**src/rtl/dha_pkg.sv**
```systemverilog
package dha_pkg;

    typedef enum logic [2:0] {
        ST_IDLE      = 3'd0,
        ST_CLAIM     = 3'd1,
        ST_OWN_XFER  = 3'd2,
        ST_HELD_XFER = 3'd3,
        ST_GRANT     = 3'd4
    } dha_state_t;

endpackage

```
**src/rtl/dha_sync.sv**
```systemverilog
module dha_sync #(
    parameter int WIDTH  = 2,
    parameter int STAGES = 2
) (
    input  logic             clk,
    input  logic             rst_n,
    input  logic [WIDTH-1:0] din,
    output logic [WIDTH-1:0] dout
);

    logic [WIDTH-1:0] chain [STAGES];

    always_ff @(posedge clk or negedge rst_n) begin
        if (!rst_n) chain[0] <= '0;
        else        chain[0] <= din;
    end

    generate
        for (genvar s = 1; s < STAGES; s++) begin : g_stage
            always_ff @(posedge clk or negedge rst_n) begin
                if (!rst_n) chain[s] <= '0;
                else        chain[s] <= chain[s-1];
            end
        end
    endgenerate

    assign dout = chain[STAGES-1];

endmodule

```
**src/rtl/dha_fsm.sv**
```systemverilog
module dha_fsm
    import dha_pkg::*;
(
    input  logic clk,
    input  logic rst_n,
    input  logic serve_en,
    input  logic claim_en,
    input  logic hold_seen,
    input  logic ack_seen,
    input  logic xfer_req,
    input  logic xfer_ext,
    input  logic xfer_done,
    output logic hold_drive,
    output logic ack_drive,
    output logic xfer_go
);

    dha_state_t state, state_nx;
    logic serve_pend, ext_req, ext_go;

    assign serve_pend = serve_en & hold_seen;
    assign ext_req    = xfer_req & xfer_ext;

    always_ff @(posedge clk or negedge rst_n) begin
        if (!rst_n) state <= ST_IDLE;
        else        state <= state_nx;
    end

    always_comb begin
        state_nx = state;
        unique case (state)
            ST_IDLE: begin
                if (serve_pend)   state_nx = ST_GRANT;
                else if (ext_req) state_nx = claim_en ? ST_CLAIM : ST_OWN_XFER;
            end
            ST_CLAIM: begin
                if (!ext_req)      state_nx = ST_IDLE;
                else if (ack_seen) state_nx = ST_HELD_XFER;
            end
            ST_OWN_XFER: begin
                if (xfer_done) state_nx = serve_pend ? ST_GRANT : ST_IDLE;
            end
            ST_HELD_XFER: begin
                if (xfer_done) state_nx = ST_IDLE;
            end
            ST_GRANT: begin
                if (!hold_seen) state_nx = ST_IDLE;
            end
            default: state_nx = ST_IDLE;
        endcase
    end

    always_comb begin
        hold_drive = 1'b0;
        ack_drive  = 1'b0;
        ext_go     = 1'b0;
        unique case (state)
            ST_IDLE:      ext_go     = ext_req & ~serve_pend & ~claim_en;
            ST_CLAIM: begin
                hold_drive = 1'b1;
                ext_go     = ext_req & ack_seen;
            end
            ST_HELD_XFER: hold_drive = 1'b1;
            ST_GRANT:     ack_drive  = 1'b1;
            ST_OWN_XFER:  ext_go     = 1'b0;
            default:      ext_go     = 1'b0;
        endcase
        xfer_go = ext_go | (xfer_req & ~xfer_ext);
    end

    a_r3_no_ack_when_serving_off: assert property (@(posedge clk) disable iff (!rst_n)
        (!serve_en && !ack_drive) |=> !ack_drive);

    a_r4_no_ext_start_during_grant: assert property (@(posedge clk) disable iff (!rst_n)
        (ack_drive && hold_seen) |-> !(xfer_go && xfer_ext));

    a_r6_ext_start_needs_ack: assert property (@(posedge clk) disable iff (!rst_n)
        (xfer_go && xfer_ext && hold_drive) |-> ack_seen);

    a_r7_release_after_done: assert property (@(posedge clk) disable iff (!rst_n)
        (state == ST_HELD_XFER && xfer_done) |=> !hold_drive);

    a_r9_internal_never_waits: assert property (@(posedge clk) disable iff (!rst_n)
        (xfer_req && !xfer_ext) |-> xfer_go);

    a_r12_lines_exclusive: assert property (@(posedge clk) disable iff (!rst_n)
        !(hold_drive && ack_drive));

endmodule

```
**src/rtl/dma_hold_arbiter.sv**
```systemverilog
module dma_hold_arbiter #(
    parameter int SYNC_STAGES = 2
) (
    input  logic clk,
    input  logic rst_n,
    input  logic serve_en,
    input  logic claim_en,
    input  logic hold_pin_in,
    input  logic ack_pin_in,
    output logic hold_pin_out,
    output logic ack_pin_out,
    input  logic xfer_req,
    input  logic xfer_ext,
    input  logic xfer_done,
    output logic xfer_go
);

    localparam int PIN_COUNT = 2;

    logic [PIN_COUNT-1:0] pins_raw, pins_seen;

    assign pins_raw = {ack_pin_in, hold_pin_in};

    dha_sync #(
        .WIDTH (PIN_COUNT),
        .STAGES(SYNC_STAGES)
    ) u_sync (
        .clk  (clk),
        .rst_n(rst_n),
        .din  (pins_raw),
        .dout (pins_seen)
    );

    dha_fsm u_fsm (
        .clk       (clk),
        .rst_n     (rst_n),
        .serve_en  (serve_en),
        .claim_en  (claim_en),
        .hold_seen (pins_seen[0]),
        .ack_seen  (pins_seen[1]),
        .xfer_req  (xfer_req),
        .xfer_ext  (xfer_ext),
        .xfer_done (xfer_done),
        .hold_drive(hold_pin_out),
        .ack_drive (ack_pin_out),
        .xfer_go   (xfer_go)
    );

endmodule

```
**config.mk**
```make
export PLATFORM = sky130hd
export DESIGN_NAME = dma_hold_arbiter
export DESIGN_NICKNAME = d
export VERILOG_FILES = /design/src/rtl/dha_pkg.sv /design/src/rtl/dha_sync.sv /design/src/rtl/dha_fsm.sv /design/src/rtl/dma_hold_arbiter.sv
export SDC_FILE = /design/constraint.sdc
export NUM_CORES = 1
export LEC_CHECK = 0
export BUFFER_PORTS_ARGS = -buffer_cell sky130_fd_sc_hd__buf_2
export CAP_MARGIN = 20
export CORE_AREA = 2 2 39 41
export CTS_BUF_LIST = sky130_fd_sc_hd__clkbuf_4 sky130_fd_sc_hd__clkbuf_8
export DETAILED_ROUTE_END_ITERATION = 8
export DIE_AREA = 0 0 41 43
export GPL_TIMING_DRIVEN = 0
export PLACE_DENSITY = 0.44
export SYNTH_ARGS = -nofsm -noshare
export SYNTH_HDL_FRONTEND = slang
export SYNTH_HIERARCHICAL = 1
export SYNTH_SLANG_ARGS = --single-unit
```
**constraint.sdc**
```tcl
create_clock -name clk -period 1.6 [get_ports clk]
set_clock_uncertainty 0.05 [all_clocks]
set_input_delay 0.32 -clock clk [delete_from_list [all_inputs] [get_ports clk]]
set_output_delay 0.32 -clock clk [all_outputs]
set_load 0.005 [all_outputs]
```
# ---- Yosys cells after proc, flatten, opt, wreduce, memory -nomap -nowiden
# Cells that the tools add are included.
dict set report word_totals {
  ff_bits 7
  wordCells 38
  output_inout_bits 3
}
dict set report classes {
  n_eq_ne 9
  bitwise_logic 10
  reduce_logical 3
  n_mux 13
}
# operator n
set ops {}
lappend ops {{3-bit two-way mux} 8}
lappend ops {{3-bit case mux with 5 select lines} 1}
lappend ops {{1-bit bitwise AND} 6}
lappend ops {{3-bit by 2-bit equality test with 1-bit output, second input constant} 2}
lappend ops {{2-bit inequality test, second input constant} 3}
lappend ops {{5-bit AND reduction} 1}
lappend ops {{3-bit by 1-bit equality test with 1-bit output, second input constant} 1}
lappend ops {{3-bit equality test, second input constant} 1}
lappend ops {{3-bit zero test} 1}
lappend ops {{3-bit by 1-bit inequality test with 1-bit output, second input constant} 1}
lappend ops {{3-bit inequality test, second input constant} 1}
lappend ops {{1-bit NOT} 3}
lappend ops {{1-bit two-way mux} 2}
lappend ops {{2-bit two-way mux} 1}
lappend ops {{1-bit case mux with 2 select lines} 1}
lappend ops {{2-bit OR reduction} 1}
lappend ops {{1-bit bitwise OR} 1}

# ---- Longest topological paths before layout
# Gate-level depths: netlist of run 1.
dict set report logic_depth {
  word_depth 6
  depth_mapped 4
}

# ---- By module
# Netlist of run 1, hierarchy kept.
# module n_inst area_each_um2 cells_per_inst
set modules_own_cells {}
lappend modules_own_cells {dha_fsm 1 192.7 23}
lappend modules_own_cells {dha_sync 1 115.1 6}

# ---- Worst setup path before layout of run 1
# Ideal clock, no wire load.
dict set report synth_path {
  path_type {register to output}
  start {reg u_sync.chain (netlist bit u_sync/dout[0])}
  end {out xfer_go}
  slack_ns 0.293
  stages_incl_launch_ff 5
  required_time_ns 1.230
  arrival_ns 0.937
  cell_sequence {dfrtp_1 buf_4 a211oi_2 o21ai_1 a21boi_2}
}
dict set report synth_via {
  elab_chain_cells 6
}
# element line
set synth_rtl {}
lappend synth_rtl {{from (decl)} dha_sync.sv:11} ;# logic [WIDTH-1:0] chain [STAGES];
lappend synth_rtl {{from (signal, indexed assignment)} dha_sync.sv:22} ;# else chain[s] <= chain[s-1];
lappend synth_rtl {{1-bit bitwise AND} dha_fsm.sv:21} ;# assign serve_pend = serve_en & hold_seen;
lappend synth_rtl {{1-bit NOT} dha_fsm.sv:58} ;# ST_IDLE: ext_go = ext_req & ~serve_pend & ~claim_en;
lappend synth_rtl {{1-bit bitwise AND (2 in series)} dha_fsm.sv:58}
lappend synth_rtl {{1-bit case mux with 2 select lines} dha_fsm.sv:57} ;# unique case (state)
lappend synth_rtl {{1-bit bitwise OR} dha_fsm.sv:68} ;# xfer_go = ext_go | (xfer_req & ~xfer_ext);
lappend synth_rtl {{to (decl)} dma_hold_arbiter.sv:15} ;# output logic xfer_go
# No other way between the ends.

# ---- Worst setup path in the final report of run 1
# Same ends and word-level chain as after synthesis.

==> results by group, run 1 <==
Detailed routing
  • Routed len/inst: roughly 9.0 microns
  • Number of DRC markers in iteration 0: 2
  • Met1 Wirelength: between 200 and 250 microns
  • First-pass DRT Iterations: 2
  • Via count: 257
  • Final wirelength: about 560 microns
  • Wire length on met3: roughly 54 microns
  • DRC viols: 0
  • DRT antenna net count: 0
  • Routed length on met2: roughly 280 microns
  • DR top layer: met3
  • Vias/cell: a little over 4

Placement
  • Post-DP Area: approximately 380 sq um
  • I/O Buffers: 11
  • Place WS: 0.114 ns
  • GP Congestion: around 0.58
  • DP Wirelength: between 400 and 500 microns

Clocking
  • Clock buffer depth: 2
  • Clk Latency, worst-skew pair: 0.24 ns
  • CTS buffer count: 3
  • CTS sink count: 7
  • Worst-path clk slew: 0.05 ns
  • H-tree depth: 1
  • TritonCTS clock tree: built
  • Root buffer cell: clkbuf_4

Timing
  • Hold Vio Cnt, Final: 0
  • Max-slew headroom: 85.5%
  • RSZ-0062 raised after global routing: yes
  • Final setup fails: 0
  • Period utilization: between 90% and 100%
  • Worst Max-Slew Pin Slew: 0.216 ns
  • Max frequency: around 0.64 GHz
  • Slew Viols, Final: 0
  • Period minus WS final: roughly 1.6 ns
  • Final WS setup: around 0.041 ns

Power and ir drop
  • Tot Pwr: 0.427 mW
  • Static leakage: between 0.2 and 0.25 nW
  • Power Density: roughly 960 mW/mm^2
  • VDD IR max: 0.405 mV

Logic synthesis
  • Cells after synthesis: 29
  • Register area share after synthesis: 56.9%
  • Synth warn: 6
  • Yosys cell types: 15
  • Register bit total from synthesis: 7
  • Cell area after synthesis: between 300 and 400 sq um
  • Post-synthesis net count: 38
  • Mean post-synth cell area: 10.6 sq um

GRT
  • Overflow after GRT: 0
  • First-pass GRT wire length: a little over 1000 microns
  • Total track usage: 8.82%
  • Largest net degree at the start of global routing: 8
  • Vias in the first global route: 258
  • Initial antenna violation count: 0

Finish
  • P&R area growth vs syn: 44.7%
  • ANT cells: 0
  • Nets: 56
  • Layout Utilization: 32.2%
  • Fraction of layout cells with a size suffix above 1: 50.0%
  • Design area: between 400 and 500 sq um
  • Filler cells: 152

Critical path
  • Reg2Reg Depth: 3
  • Worst-path fanout max: 2
  • Crit-path cells: a211oi_4, o21ai_2, a21boi_2, buf_2
  • Nature of the critical path endpoint: output port
  • Flop-to-flop setup slack: 0.61 ns
  • RR Startpoint: u_fsm/state[2]$_DFFE_PN0P_
  • CP Launch Type: flop
  • Crit path required time: 1.23 ns
  • Worst Setup SP: u_sync/dout[0]$_DFF_PN0_
  • WS Path Type: flop to output port
  • CP max stage delay: ~0.4 ns
  • Critical path's slowest cell: dfrtp_1
  • Worst setup path endpoint: xfer_go
  • Arrival @ worst endpoint: 1.19 ns
  • RR Endpoint: u_fsm/state[0]$_DFFE_PN0P_

Floorplan
  • Initial core utilization: about 22%
  • Ports: 12
  • Die width: approximately 40 microns
  • Core Area: approximately 0.0014 sq mm
  • FP Rows: 14
  • Die ar.: about 0.0018 sq mm
  • Die height: between 40 and 50 microns

Min path
  • Hold-critical path depth: 1
  • Hold crit path type: input port to flop

Run status
  • Status: complete, no violations

Job
  • Max-cap violations: 0
-- registers in the layout, summed over array words and instances (netlist names) --
name,flops
u_fsm/state,3
u_sync/chain,2
u_sync/dout,2
-- repair_timing --
item	in CTS	in global routing
pin swaps	3	0
hold buffers	1	0
setup endpoints to repair	1	1
hold endpoints to repair	7	0
setup buffers	2	0
resized for setup	3	1
-- worst max-delay path: cells and delay by family (launching register included) --
| kind | cells | cell delay (ns) |
|---|---|---|
| AOI/OAI and AO/OA | 3 | 0.43 |
| buffers and inverters | 1 | 0.11 |
| DFF | 1 | 0.40 |
-- final cells by class --
class | count | area (sq um) | share of cell area, %
Sequential cell | 7 | 176 | 39.6
Timing Repair Buffer | 14 | 80.1 | 18.0
Buffer | 1 | 7.51 | 1.69
Inverter | 1 | 3.75 | 0.843
Tap cell | 16 | 20.0 | 4.49
Multi-Input combinational cell | 19 | 128 | 28.7
Clock buffer | 4 | 30.0 | 6.74
-- where the power goes --
group          total, mW  switching [mW]  internal (mW)
logic             0.0583          0.0262         0.0321
clock network      0.172          0.0599          0.112
registers          0.197         0.00884          0.188
-- metrics by stage --
step / hold slack, ns / std cells / TNS (ns)
finish: 0.129 / 62 / 0
global route: 0.109 / 62 / -0.0324
CTS: 0.117 / 62 / 0
detailed placement: 0.110 / 56 / 0
global placement: 0.108 / 56 / 0
floorplan: -0.0256 / 29 / 0
-- metal layers --
metal,track usage (%),vias to the layer above
li1,-,130
met5,0,-
met3,3.14,0
met1,10.6,118
met4,6.00,0
met2,12.5,9
-- how the worst min path moves through the flow --
stage / startpoint / endpoint
final: ack_pin_in / u_sync/chain[3]$_DFF_PN0_
after floorplan: rst_n / u_fsm/state[0]$_DFFE_PN0P_
after CTS: ack_pin_in / u_sync/chain[3]$_DFF_PN0_
after global placement: rst_n / u_sync/chain[3]$_DFF_PN0_
after detailed placement: rst_n / u_sync/chain[3]$_DFF_PN0_
after global routing: ack_pin_in / u_sync/chain[3]$_DFF_PN0_
-- synth_stat cells --
| library cell | n | area, sq um |
|---|---|---|
| nand3_1 | 2 | 10.0 |
| nor3b_1 | 1 | 7.51 |
| dfrtp_1 | 7 | 175 |
| nor2_1 | 4 | 15.0 |
| nand2_1 | 2 | 7.51 |
| and2_1 | 1 | 6.26 |
| o21ai_1 | 2 | 10.0 |
| nor2b_1 | 1 | 6.26 |
| a211oi_2 | 1 | 12.5 |
| buf_4 | 2 | 15.0 |
| a21boi_2 | 1 | 11.3 |
| inv_1 | 1 | 3.75 |
| o21ai_0 | 1 | 5.00 |
| and4bb_1 | 1 | 12.5 |
| a21oi_1 | 2 | 10.0 |
-- kinds of logic (layout without fill, tap and decap cells) --
| group | count (synthesis) | after routing | share of synthesized area, % |
|---|---|---|---|
| flops | 7 | 7 | 56.9 |
| buf+inv | 3 | 20 | 6.09 |
| compound gates | 7 | 7 | 15.9 |
| simple gates | 12 | 12 | 21.1 |
-- cell usage in the layout, fill, tap and decap left out --
master / count
a211oi_4: 1
a21boi_2: 1
a21oi_1: 2
and2_4: 1
and4bb_1: 1
buf_2: 11
buf_4: 3
clkbuf_4: 4
dfrtp_1: 6
dfrtp_2: 1
dlygate4sd3_1: 1
inv_1: 1
nand2_1: 2
nand3_1: 2
nor2_1: 4
nor2b_1: 1
nor3b_1: 1
o21ai_0: 1
o21ai_1: 1
o21ai_2: 1
Power figures use the tool's default switching activity.
==> run 2: changes to the inputs <==
PLACE_DENSITY = 0.43   (was 0.44)
SYNTH_HIERARCHICAL = not set   (was 1)
==> results by group, run 2 <==
Detailed routing
  • DRT antenna net count: 0 (unchanged)
  • Final wirelength: 601 microns (was 558 microns)
  • Routed len/inst: 10.0 microns (was 9.00 microns)
  • Via count: 271 (was 257)
  • First-pass DRT Iterations: 2 (unchanged)
  • Number of DRC markers in iteration 0: 3 (was 2)
  • Vias/cell: 4.52 (was 4.15)
  • DRC viols: 0 (unchanged)

Placement
  • Placed Instances: 55 (was 56)
  • DP Wirelength: 463 microns (was 436 microns)
  • GP Congestion: 0.631 (was 0.575)
  • I/O Buffers: 11 (unchanged)
  • Post-DP Area: 375 sq um (was 383 sq um)
  • Place WS: 0.214 ns (was 0.114 ns)

Timing
  • Hold Vio Cnt, Final: 0 (unchanged)
  • Hold WS: 0.134 ns (was 0.129 ns)
  • Final setup fails: 0 (unchanged)
  • RSZ-0062 raised after global routing: no (was yes)
  • Worst Max-Slew Pin Slew: 0.198 ns (was 0.216 ns)
  • Max frequency: 0.657 GHz (was 0.641 GHz)
  • Max-slew headroom: 86.8% (was 85.5%)
  • Period utilization: 95.1% (was 97.4%)
  • Slew Viols, Final: 0 (unchanged)
  • Period minus WS final: 1.52 ns (was 1.56 ns)
  • TNS Setup: 0 ns (unchanged)
  • Final WS setup: 0.0777 ns (was 0.0409 ns)

Power and ir drop
  • Power Density: 990 mW/mm^2 (was 958 mW/mm^2)
  • VDD IR max: 0.337 mV (was 0.405 mV)
  • Net load switching power: 0.0927 mW (was 0.0950 mW)
  • Logic gate share of total power: 12.7% (was 13.7%)
  • Internal power: 0.329 mW (was 0.332 mW)
  • Sw Ratio: 22.0% (was 22.3%)
  • Share of total power in sequential cells: 47.6% (was 46.1%)
  • Clock share of power: 39.7% (was 40.2%)
  • Tot Pwr: 0.421 mW (was 0.427 mW)
  • Static leakage: 0.198 nW (was 0.214 nW)

Logic synthesis
  • Mean post-synth cell area: 10.7 sq um (was 10.6 sq um)
  • Cells after synthesis: 28 (was 29)
  • Cell taking the most area after synthesis: dfrtp_1 (unchanged)
  • Top cells by count, synth: dfrtp_1 (7), nand2_1 (3) (was dfrtp_1 (7), nor2_1 (4))
  • Number of synthesized flops with an enable pin: 0 (unchanged)
  • Most frequent cell after synthesis: dfrtp_1 (unchanged)
  • Register area share after synthesis: 58.3% (was 56.9%)
  • Cell area after synthesis: 300 sq um (was 308 sq um)
  • Register bit total from synthesis: 7 (unchanged)
  • Yosys top cell area share: 58.3% (was 56.9%)
  • Top area cells in the synthesized netlist: dfrtp_1 (58%), a221oi_2 (5.0%), nor2b_1 (4.2%) (was dfrtp_1 (57%), buf_4 (4.9%), nor2_1 (4.9%))
  • Yosys cell types: 16 (was 15)
  • Asr flop ratio synth: 100% (unchanged)
  • Post-synthesis net count: 37 (was 38)
  • Post-synth top flop: dfrtp_1 (unchanged)
  • Synth warn: 0 (was 6)

Floorplan
  • Die width: 41 microns (unchanged)
  • FP Rows: 14 (unchanged)
  • Die ar.: 0.00176 sq mm (unchanged)
  • Ports: 12 (unchanged)
  • Initial core utilization: 21.7% (was 22.2%)
  • Die height: 43 microns (unchanged)
  • Core Area: 0.00138 sq mm (unchanged)

GRT
  • Total track usage: 8.65% (was 8.82%)
  • Overflow after GRT: 0 (unchanged)
  • Vias in the first global route: 262 (was 258)
  • Initial antenna violation count: 0 (unchanged)
  • Largest net degree at the start of global routing: 8 (unchanged)
  • First-pass GRT wire length: 986 microns (was 1010 microns)

Critical path
  • Bufs and invs on worst path: 1 (unchanged)
  • Crit-path cells: a211oi_2, a21oi_1, o22ai_1, buf_2 (was a211oi_4, o21ai_2, a21boi_2, buf_2)
  • CP delay by family, top: flip-flops (was compound AO/OA/AOI/OAI gates)
  • WS Path Type: flop to output port (unchanged)
  • Critical path's slowest cell: dfrtp_2 (was dfrtp_1)
  • Worst-path fanout max: 6 (was 2)
  • Arrival @ worst endpoint: 1.15 ns (was 1.19 ns)
  • Flop-to-flop setup slack: 0.43 ns (was 0.61 ns)
  • Nature of the critical path endpoint: output port (unchanged)
  • CP max stage delay: 0.43 ns (was 0.40 ns)
  • CP Launch Type: flop (unchanged)
  • Crit path required time: 1.23 ns (about the same)

Run status
  • Status: complete, no violations (unchanged)

Finish
  • Design area: 425 sq um (was 445 sq um)
  • ANT cells: 0 (unchanged)
  • Commonest non-fill, non-tap cells in the layout: buf_2 (11), dfrtp_1 (5), clkbuf_4 (4), nand2_1 (3) (was buf_2 (11), dfrtp_1 (6), clkbuf_4 (4), nor2_1 (4), buf_4 (3))
  • Layout Utilization: 30.7% (was 32.2%)
  • Commonest non-fill, non-tap cell in the layout: buf_2 (unchanged)
  • Largest reg by FF count: u_fsm.state (was u_fsm/state)
  • Finished Layout Cells: 60 (was 62)
  • Fraction of layout cells with a size suffix above 1: 47.7% (was 50.0%)
  • Max FFs per register: 3 (unchanged)
  • Filler cells: 155 (was 152)
  • Nets: 54 (was 56)
  • P&R area growth vs syn: 41.7% (was 44.7%)

Clocking
  • H-tree depth: 1 (unchanged)
  • Clk Latency, worst-skew pair: 0.24 ns (about the same)
  • TritonCTS clock tree: built (unchanged)
  • Post-CTS setup buffer count: 0 (was 2)
  • CTS buffer count: 3 (unchanged)
  • Clock buffer depth: 2 (unchanged)
  • Worst-path clk slew: 0.05 ns (about the same)
  • CTS sink count: 7 (unchanged)
  • Root buffer cell: clkbuf_4 (unchanged)

Job
  • Max-cap violations: 0 (unchanged)

Min path
  • Hold crit path type: input port to flop (unchanged)
run 2: cell type report:
cell class | instances | area (sq um) | share of cell area (%)
inverters | 1 | 3.75 | 0.882
flip-flops and latches | 7 | 178 | 41.8
multi-input cells | 20 | 129 | 30.3
well taps | 16 | 20.0 | 4.71
clock buffers | 4 | 30.0 | 7.06
repair buffers | 12 | 65.1 | 15.3
run 2: logic make-up after synthesis:
kind of cell           after synthesis  synth area share, %
buffers and inverters                1                 1.25
AND/OR/NAND/NOR                     12                 22.5
flip-flops                           7                 58.3
AO/OA/AOI/OAI                        8                 17.9
run 2: worst paths after layout:
kind / cells past startpoint / end / startpoint
max in group asynchronous: 2 / u_fsm.state[0]$_DFFE_PN0P_ / rst_n
worst max-delay path: 4 / xfer_go / u_fsm.state[0]$_DFFE_PN0P_
worst min-delay path: 1 / u_sync.chain[3]$_DFF_PN0_ / ack_pin_in
worst max register to register: 3 / u_fsm.state[0]$_DFFE_PN0P_ / u_fsm.state[1]$_DFFE_PN0P_
min in group asynchronous: 2 / u_sync.dout[1]$_DFF_PN0_ / rst_n
worst min register to register: 0 / u_sync.dout[0]$_DFF_PN0_ / u_sync.chain[2]$_DFF_PN0_
run 2: repair_timing:
item	4_1_cts	5_1_grt
endpoints found under the hold margin	7	0
hold buffers	1	0
resized for setup	1	3
endpoints found under the setup margin	1	1
pin swaps	0	2
run 2: power by group through the flow:
stage | combinational [mW] | sequential (mW) | clock (mW)
global placement | 0.0485 | 0.200 | 0
finish | 0.0537 | 0.200 | 0.167
floorplan | 0.0251 | 0.198 | 0
detailed placement | 0.0505 | 0.201 | 0
CTS | 0.0536 | 0.198 | 0.179
global route | 0.0616 | 0.202 | 0.190
run 2: routing by layer:
layer	track usage [%]	wire (microns)	up-vias
met5	0	0	-
met4	8.00	0	0
met3	3.14	47	0
met2	11.9	330	9
met1	9.73	223	131
li1	-	-	131
